==> config.mk <==
export PLATFORM = sky130hd
export DESIGN_NAME = marked_slot_counter
export DESIGN_NICKNAME = d
export VERILOG_FILES = /design/src/rtl/rr_mark_pkg.sv /design/src/rtl/slot_rst_sync.sv /design/src/rtl/slot_mask_split.sv /design/src/rtl/slot_ffs.sv /design/src/rtl/marked_slot_counter.sv
export SDC_FILE = /design/constraint.sdc
export NUM_CORES = 1
export LEC_CHECK = 0
export BUFFER_PORTS_ARGS = -buffer_cell sky130_fd_sc_hd__buf_2
export CELL_PAD_IN_SITES_DETAIL_PLACEMENT = 0
export CELL_PAD_IN_SITES_GLOBAL_PLACEMENT = 1
export CORE_AREA = 5 5 66 53
export DETAILED_ROUTE_END_ITERATION = 7
export DIE_AREA = 0 0 71 58
export PLACE_DENSITY = 0.93
export SLEW_MARGIN = 20
export SYNTH_ARGS = -nofsm -noshare
export SYNTH_HDL_FRONTEND = slang
export SYNTH_SLANG_ARGS = --single-unit
==> constraint.sdc <==
create_clock -name clk -period 1.5 [get_ports clk]
set_input_delay 0.075 -clock clk [delete_from_list [all_inputs] [get_ports clk]]
set_output_delay 0.075 -clock clk [all_outputs]
set_load 0.02 [all_outputs]
==> src/rtl/rr_mark_pkg.sv <==
package rr_mark_pkg;
  localparam int DEF_SLOT_W = 4;

  typedef enum logic [1:0] {
    SRC_HOLD  = 2'd0,
    SRC_UPPER = 2'd1,
    SRC_WRAP  = 2'd2
  } next_src_e;
endpackage

==> src/rtl/slot_rst_sync.sv <==
module slot_rst_sync #(
  parameter int STAGES = 2
) (
  input  logic clk,
  input  logic rst_n,
  output logic rst_n_s
);
  logic [STAGES-1:0] sync_q;

  always_ff @(posedge clk or negedge rst_n) begin
    if (!rst_n) sync_q <= '0;
    else        sync_q <= {sync_q[STAGES-2:0], 1'b1};
  end

  assign rst_n_s = sync_q[STAGES-1];
endmodule

==> src/rtl/slot_mask_split.sv <==
module slot_mask_split #(
  parameter int SLOT_W = 4,
  localparam int SLOTS = 1 << SLOT_W
) (
  input  logic [SLOTS-1:0]  mark,
  input  logic [SLOT_W-1:0] cur,
  output logic [SLOTS-1:0]  upper,
  output logic [SLOTS-1:0]  lower
);
  for (genvar g = 0; g < SLOTS; g++) begin : g_bit
    localparam logic [SLOT_W-1:0] POS = SLOT_W'(g);
    assign upper[g] = mark[g] & (POS > cur);
    assign lower[g] = mark[g] & (POS <= cur);
  end
endmodule

==> src/rtl/slot_ffs.sv <==
module slot_ffs #(
  parameter int SLOT_W = 4,
  localparam int SLOTS = 1 << SLOT_W
) (
  input  logic [SLOTS-1:0]  vec,
  output logic              found,
  output logic [SLOT_W-1:0] idx
);
  always_comb begin
    found = |vec;
    idx   = '0;
    for (int i = SLOTS - 1; i >= 0; i--) begin
      if (vec[i]) idx = SLOT_W'(i);
    end
  end
endmodule

==> src/rtl/marked_slot_counter.sv <==
module marked_slot_counter
  import rr_mark_pkg::*;
#(
  parameter int SLOT_W = DEF_SLOT_W,
  localparam int SLOTS = 1 << SLOT_W
) (
  input  logic              clk,
  input  logic              rst_n,
  input  logic              adv_en,
  input  logic [SLOTS-1:0]  mark,
  output logic [SLOT_W-1:0] slot,
  output logic              any_mark
);
  logic              rst_n_s;
  logic [SLOTS-1:0]  upper_v, lower_v;
  logic              up_hit, lo_hit;
  logic [SLOT_W-1:0] up_idx, lo_idx;
  logic [SLOT_W-1:0] slot_q, slot_d;
  logic              slot_en;
  next_src_e         src;

  slot_rst_sync #(.STAGES(2)) i_rst_sync (
    .clk     (clk),
    .rst_n   (rst_n),
    .rst_n_s (rst_n_s)
  );

  slot_mask_split #(.SLOT_W(SLOT_W)) i_split (
    .mark  (mark),
    .cur   (slot_q),
    .upper (upper_v),
    .lower (lower_v)
  );

  slot_ffs #(.SLOT_W(SLOT_W)) i_ffs_up (
    .vec   (upper_v),
    .found (up_hit),
    .idx   (up_idx)
  );

  slot_ffs #(.SLOT_W(SLOT_W)) i_ffs_lo (
    .vec   (lower_v),
    .found (lo_hit),
    .idx   (lo_idx)
  );

  always_comb begin
    if (up_hit)      src = SRC_UPPER;
    else if (lo_hit) src = SRC_WRAP;
    else             src = SRC_HOLD;
  end

  always_comb begin
    unique case (src)
      SRC_UPPER: slot_d = up_idx;
      SRC_WRAP:  slot_d = lo_idx;
      default:   slot_d = slot_q;
    endcase
  end

  assign slot_en = adv_en && (src != SRC_HOLD);

  always_ff @(posedge clk or negedge rst_n_s) begin
    if (!rst_n_s)     slot_q <= '0;
    else if (slot_en) slot_q <= slot_d;
  end

  assign slot     = slot_q;
  assign any_mark = |mark;
endmodule

* Word-level counts from Yosys, hierarchy flattened
Cells that the tools add are included.
Widths: inputs -> output; s select.
** Storage, ports and cells
- Input bits :: 19
- Register bits :: 6
- Memories kept :: 0
- Output and inout bits :: 5
- Word-level logic and storage cells :: 110
- Latch bits :: 0
- RAM bits :: 0
- Bits in read-only memories :: 0
** Cells by class
- Bitwise logic cells :: 32
- Div/mod/pow operators :: 0
- Reductions and logical operators :: 7
- Equal/unequal tests :: 2
- $add $sub $neg :: 0
- Shift operators :: 0
- Magnitude comparators :: 32
- $mul :: 0
- Mux-type cells :: 35
** Operators with widths (count)
- $mux 4 :: 32
- $reduce_or 16->1 :: 3
- $and 1x1->1 :: 32
- $gt 4x4->1 const A :: 8
- $le 4x4->1 const A :: 8
- $gt 3x4->1 const A :: 4
- $le 3x4->1 const A :: 4
- $gt 1x4->1 const A :: 2
- $gt 2x4->1 const A :: 2
- $le 1x4->1 const A :: 2
- $le 2x4->1 const A :: 2
- $pmux 4 s2 :: 1
- $mux 2 :: 2
- $reduce_bool 2->1 :: 2
- $eq 2x1->1 const B :: 1
- $eq 2x2->1 const B :: 1
- $reduce_and 2->1 :: 1
- $logic_and 1x1->1 :: 1

* Longest topological paths before layout
- Depth in word-level cells :: 19
- Depth in mapped cells :: 9
- Depth with buffers taken out :: 6

* By module
Synthesis repeated with hierarchy kept, for this count alone.
** Unflattened totals
- Cell total of the unflattened synthesis :: 153
- Area total of the unflattened synthesis :: 1034.7 sq um
** By module, submodules not included
- slot_mask_split :: times used 1, cells each 56, seq. area each 0.0 sq um, area an instance 370.4 sq um
- slot_ffs :: times used 2, cells each 34, seq. area each 0.0 sq um, area an instance 176.4 sq um
- marked_slot_counter :: times used 1, cells each 26, seq. area each 100.1 sq um, area an instance 257.7 sq um
- slot_rst_sync :: times used 1, cells each 3, seq. area each 50.0 sq um, area an instance 53.8 sq um

* Least setup slack after synthesis
No wires, ideal clock.
- Path kind :: flip-flop to flip-flop
- Start point :: register slot_q[1], in the netlist slot[1]
- End point :: register slot_q[2], in the netlist slot[2]
- Cell stages (with the launch flop) :: 9
- Slack :: -351 ps
- Buffers on the path :: 2
- Data arrival time :: 1725 ps
- Library setup time :: 126 ps
- Clock period less this slack :: 1851 ps
- Data required time :: 1374 ps
- Path through :: dfrtp_1 -> buf_6 -> buf_6 -> o31a_1 -> o22ai_2 -> nand2_1 -> a31oi_1 -> nor2_1 -> a311o_1
** Between the ends
- Longest elaborated chain between the ends :: 19
- Elaborated cells between the ends (all ways) :: 107
- Those cells by class :: order compare: 32; eq/ne: 2; mux: 35; bitwise: 32; reduce/logical: 6
** RTL lines
- start: declaration :: line marked_slot_counter.sv:18 : logic [SLOT_W-1:0] slot_q, slot_d;
- start signal: assignment :: line marked_slot_counter.sv:65 : else if (slot_en) slot_q <= slot_d;
- $le 4x4->1 or $gt 4x4->1 (tied branches) :: line slot_mask_split.sv:13, slot_mask_split.sv:12
- $and 1x1->1 (on tied branches) :: line slot_mask_split.sv:13, slot_mask_split.sv:12
- $mux 4 (16 in a row) :: line slot_ffs.sv:13 : if (vec[i]) idx = SLOT_W'(i);
- $pmux 4 s2 :: line marked_slot_counter.sv:54 : unique case (src)
Several ways; a longest one is shown, not always the timed one.
A chain may end at the register's enable or synchronous reset.

* Worst setup path after layout
- Start point :: register slot_q[1], in the netlist slot[1]
- End point :: register slot_q[3], in the netlist slot[3]
Same word-level chain as after synthesis.

==> out/results.tsv <==
stage	metric	value	unit
run_status	status	finished with violations	
run_status	violations	negative setup slack	
critical_path	critPathRequiredTime	1.60	ns
power_and_ir_drop	powerDensity	1860	mW/mm2
clocking	clk-insertion-delay-late	0.23	ns
die	die_y	58	um
layout	final_nets	249	
timing	worstMarginPinSlew	0.536	ns
grt	met1_usage	0.292	
timing	worst_clock_skew	0.00983	ns
power_and_ir_drop	total_power	3450	uW
clocking	cts_tree	built	
critical_path	worst_r2r_path_depth	8	
timing	drv_slew	0	
timing	fin_crit	1.90	ns
yosys	yosys_register_bits	6	
critical_path	rr_startpoint	slot[1]	
timing	worst_slew_margin_rel	0.633	
clocking	cts_num_sinks	6	
die	die_w	71	um
yosys	ys_warn_count	0	
die	rows	17	
yosys	synth_edf_count	0	
clocking	path_clk_slew	0.04	ns
grt	grtUsageTotal	0.216	
placement	gp_congestion	0.912	
clocking	cts_buffer_depth	2	
power_and_ir_drop	combPwrFrac	0.828	
critical_path	rrSetupSlack	-0.40	ns
clocking	cts_made_buffers	3	
placement	hpwl	3.24	mm
yosys	syn_area_per_cell	7.05	um2
yosys	syn_inst	152	
yosys	ys_seq_area_frac	0.140	
power_and_ir_drop	swShare	0.466	
drt	drc	0	
yosys	synthArstFlopShare	1.00	
drt	drt_iter0_markers	281	
layout	diodes	0	
critical_path	start_kind	register	
yosys	netlist_area	0.00107	mm2
critical_path	setup.worst_path.class	reg -> reg	
run	maxCapViolations	0	
drt	dr.pass1.iters	5	
die	die_area	0.00412	mm2
layout	finalInstanceArea	0.00185	mm2
clocking	cts_root_buf	clkbuf_8	
yosys	syn_nets	171	
timing	fin_setup_tns	-1.45	ns
layout	fillers	223	
grt	antenna_found_initial	0	
grt	grt_max_degree	13	
drt	avgRoutedWirePerCell	18.9	um
placement	port_buffers	23	
critical_path	crit_chain	buf_6 -> buf_4 -> a21o_1 -> nand2_1 -> a31oi_1 -> or3b_1 -> a21oi_2 -> o31ai_2	
yosys	ys_types	55	
timing	period_share	1.27	
layout	drive_gt1_frac	0.550	
power_and_ir_drop	p_leak	0.000825	uW
worst_hold_path	hp-class	reg -> async	
critical_path	slowest_stage	dfrtp_2	
grt	grt_pass1_vias	1491	
placement	dp_slack	-0.381	ns
layout	multi_input_area	952	um2
drt	postRouteAntennaNets	0	
timing	rsz0062_at_grt	true	
die	io_pins	24	
yosys	synthFlopType	dfrtp_1	
timing	layout_setup_ws	-0.399	ns
critical_path	cp.arrival	2.00	ns
grt	grt_pass1_wl	7.11	mm
critical_path	crit_fanout	5	
clocking	htreeDepth	1	
grt	use_met3	0.0312	
power_and_ir_drop	power.switching	1610	uW
die	core_area	0.00281	mm2
grt	busiest_layer	met2	
timing	fmax	0.526	GHz
power_and_ir_drop	clockPowerShare	0.075	
power_and_ir_drop	internal_power	1840	uW
layout	syn2layout_area_growth	73.0	%
power_and_ir_drop	seqPwrFrac	0.097	
timing	hold_viol	0	
drt	route.vias.total	1658	
drt	drt_wl_total	5.05	mm
critical_path	cpPeakStageDelay	0.42	ns
drt	viasPerCell	6.21	
critical_path	cp-end-kind	register	
critical_path	critPathLaunch	slot[1]	
die	start_util	0.381	
timing	setup_viol	4	
power_and_ir_drop	peakVddDrop	1.02	mV
grt	grt_overflow	0	
grt	met2_usage	0.342	
placement	placed_cell_area	0.00155	mm2
layout	regArea	158	um2
## per-layer routing
layer / routed length, um / share of wire / vias to the layer above
li1: - / - / 738
met1: 2060 / 0.41 / 774
met2: 2300 / 0.46 / 123
met3: 519 / 0.10 / 23
met4: 173 / 0.034 / 0
met5: 0 / 0 / -
## final cells by class
type	count	area share
clock buffers	4	0.0243
repair buffers	86	0.341
flip-flops and latches	6	0.0851
multi-input cells	128	0.514
inverters	5	0.0101
well taps	38	0.0257
## Yosys cell counts (all sizes together), types with 2 or more instances
master | instances | area [um2]
a21oi | 17 | 92.6
o21ai | 15 | 75.1
buf | 13 | 95.1
nand2 | 12 | 45.0
nor2 | 12 | 45.0
dfrtp | 6 | 150
nand2b | 6 | 37.5
inv | 5 | 18.8
nor4 | 5 | 31.3
o22ai | 5 | 37.5
a31oi | 3 | 18.8
nand3 | 3 | 15.0
nor3 | 3 | 15.0
a21bo | 2 | 20.0
a21o | 2 | 15.0
nand4 | 2 | 12.5
nor2b | 2 | 12.5
o21bai | 2 | 15.0
o221ai | 2 | 17.5
o2bb2ai | 2 | 17.5
o31a | 2 | 17.5
o31ai | 2 | 20.0
or3 | 2 | 12.5
or3b | 2 | 17.5
## placed cells by master, fill, tap and decap left out, types with 4 or more instances in the layout
cell type	Yosys	final
buf_6	4	5
a21oi_1	15	10
nor2_1	12	8
buf_2	7	24
nor4_1	5	4
a21oi_2	2	6
o22ai_2	1	4
o21ai_0	13	9
o21ai_1	2	4
inv_1	5	4
nand2_1	12	11
nand2b_1	6	4
buf_4	2	53
## worst max-delay path: cells and delay by family (launching register included)
kind | cells | cell delay [ns]
AOI/OAI and AO/OA | 4 | 0.59
buffers and inverters | 2 | 0.30
DFF | 1 | 0.42
and+or+nand+nor | 2 | 0.47
## what timing repair did
item,4_1_cts,5_1_grt
gates resized for setup,10,26
setup buffers,9,7
hold endpoints to repair,2,0
pin swaps,7,15
gates cloned,0,0
hold buffers,1,0
endpoints found under the setup margin,4,4
## cell families after synthesis
group / count (synthesis) / share of synthesized area
and+or+nand+nor: 56 / 0.282
AOI/OAI and AO/OA: 70 / 0.459
adders and majority gates: 1 / 0.00935
buffers and inverters: 18 / 0.106
other: 1 / 0.00350
DFF: 6 / 0.140
## sequential cells by signal (all words and copies together), names as in the netlist
name	flops
i_rst_sync.sync_q	2
slot	4
## power groups by stage
stage	Sequential (uW)	Combinational, uW	Clock [uW]
after floorplan	346	1310	0
after global placement	438	1900	0
after detailed placement	450	1950	0
after CTS	353	2330	267
after global routing	338	3000	278
final	335	2860	258
## stage by stage
step	hold WS, ns	utilization	instances
2_1_floorplan	-0.221	-	152
3_3_place_gp	-0.140	0.551	246
3_5_place_dp	-0.139	0.551	246
4_1_cts	0.0544	0.605	260
5_1_grt	0.0640	0.660	267
6_report	0.0486	0.660	267
## final timing paths
| kind | endpoint |
|---|---|
| setup / recovery | slot[3] |
| hold / removal | slot[0] |
| setup reg to reg | slot[3] |
| hold reg to reg | slot[0] |
| max in group asynchronous | i_rst_sync.sync_q[1] |
| min in group clk | slot[0] |
Power figures use the tool's default switching activity.
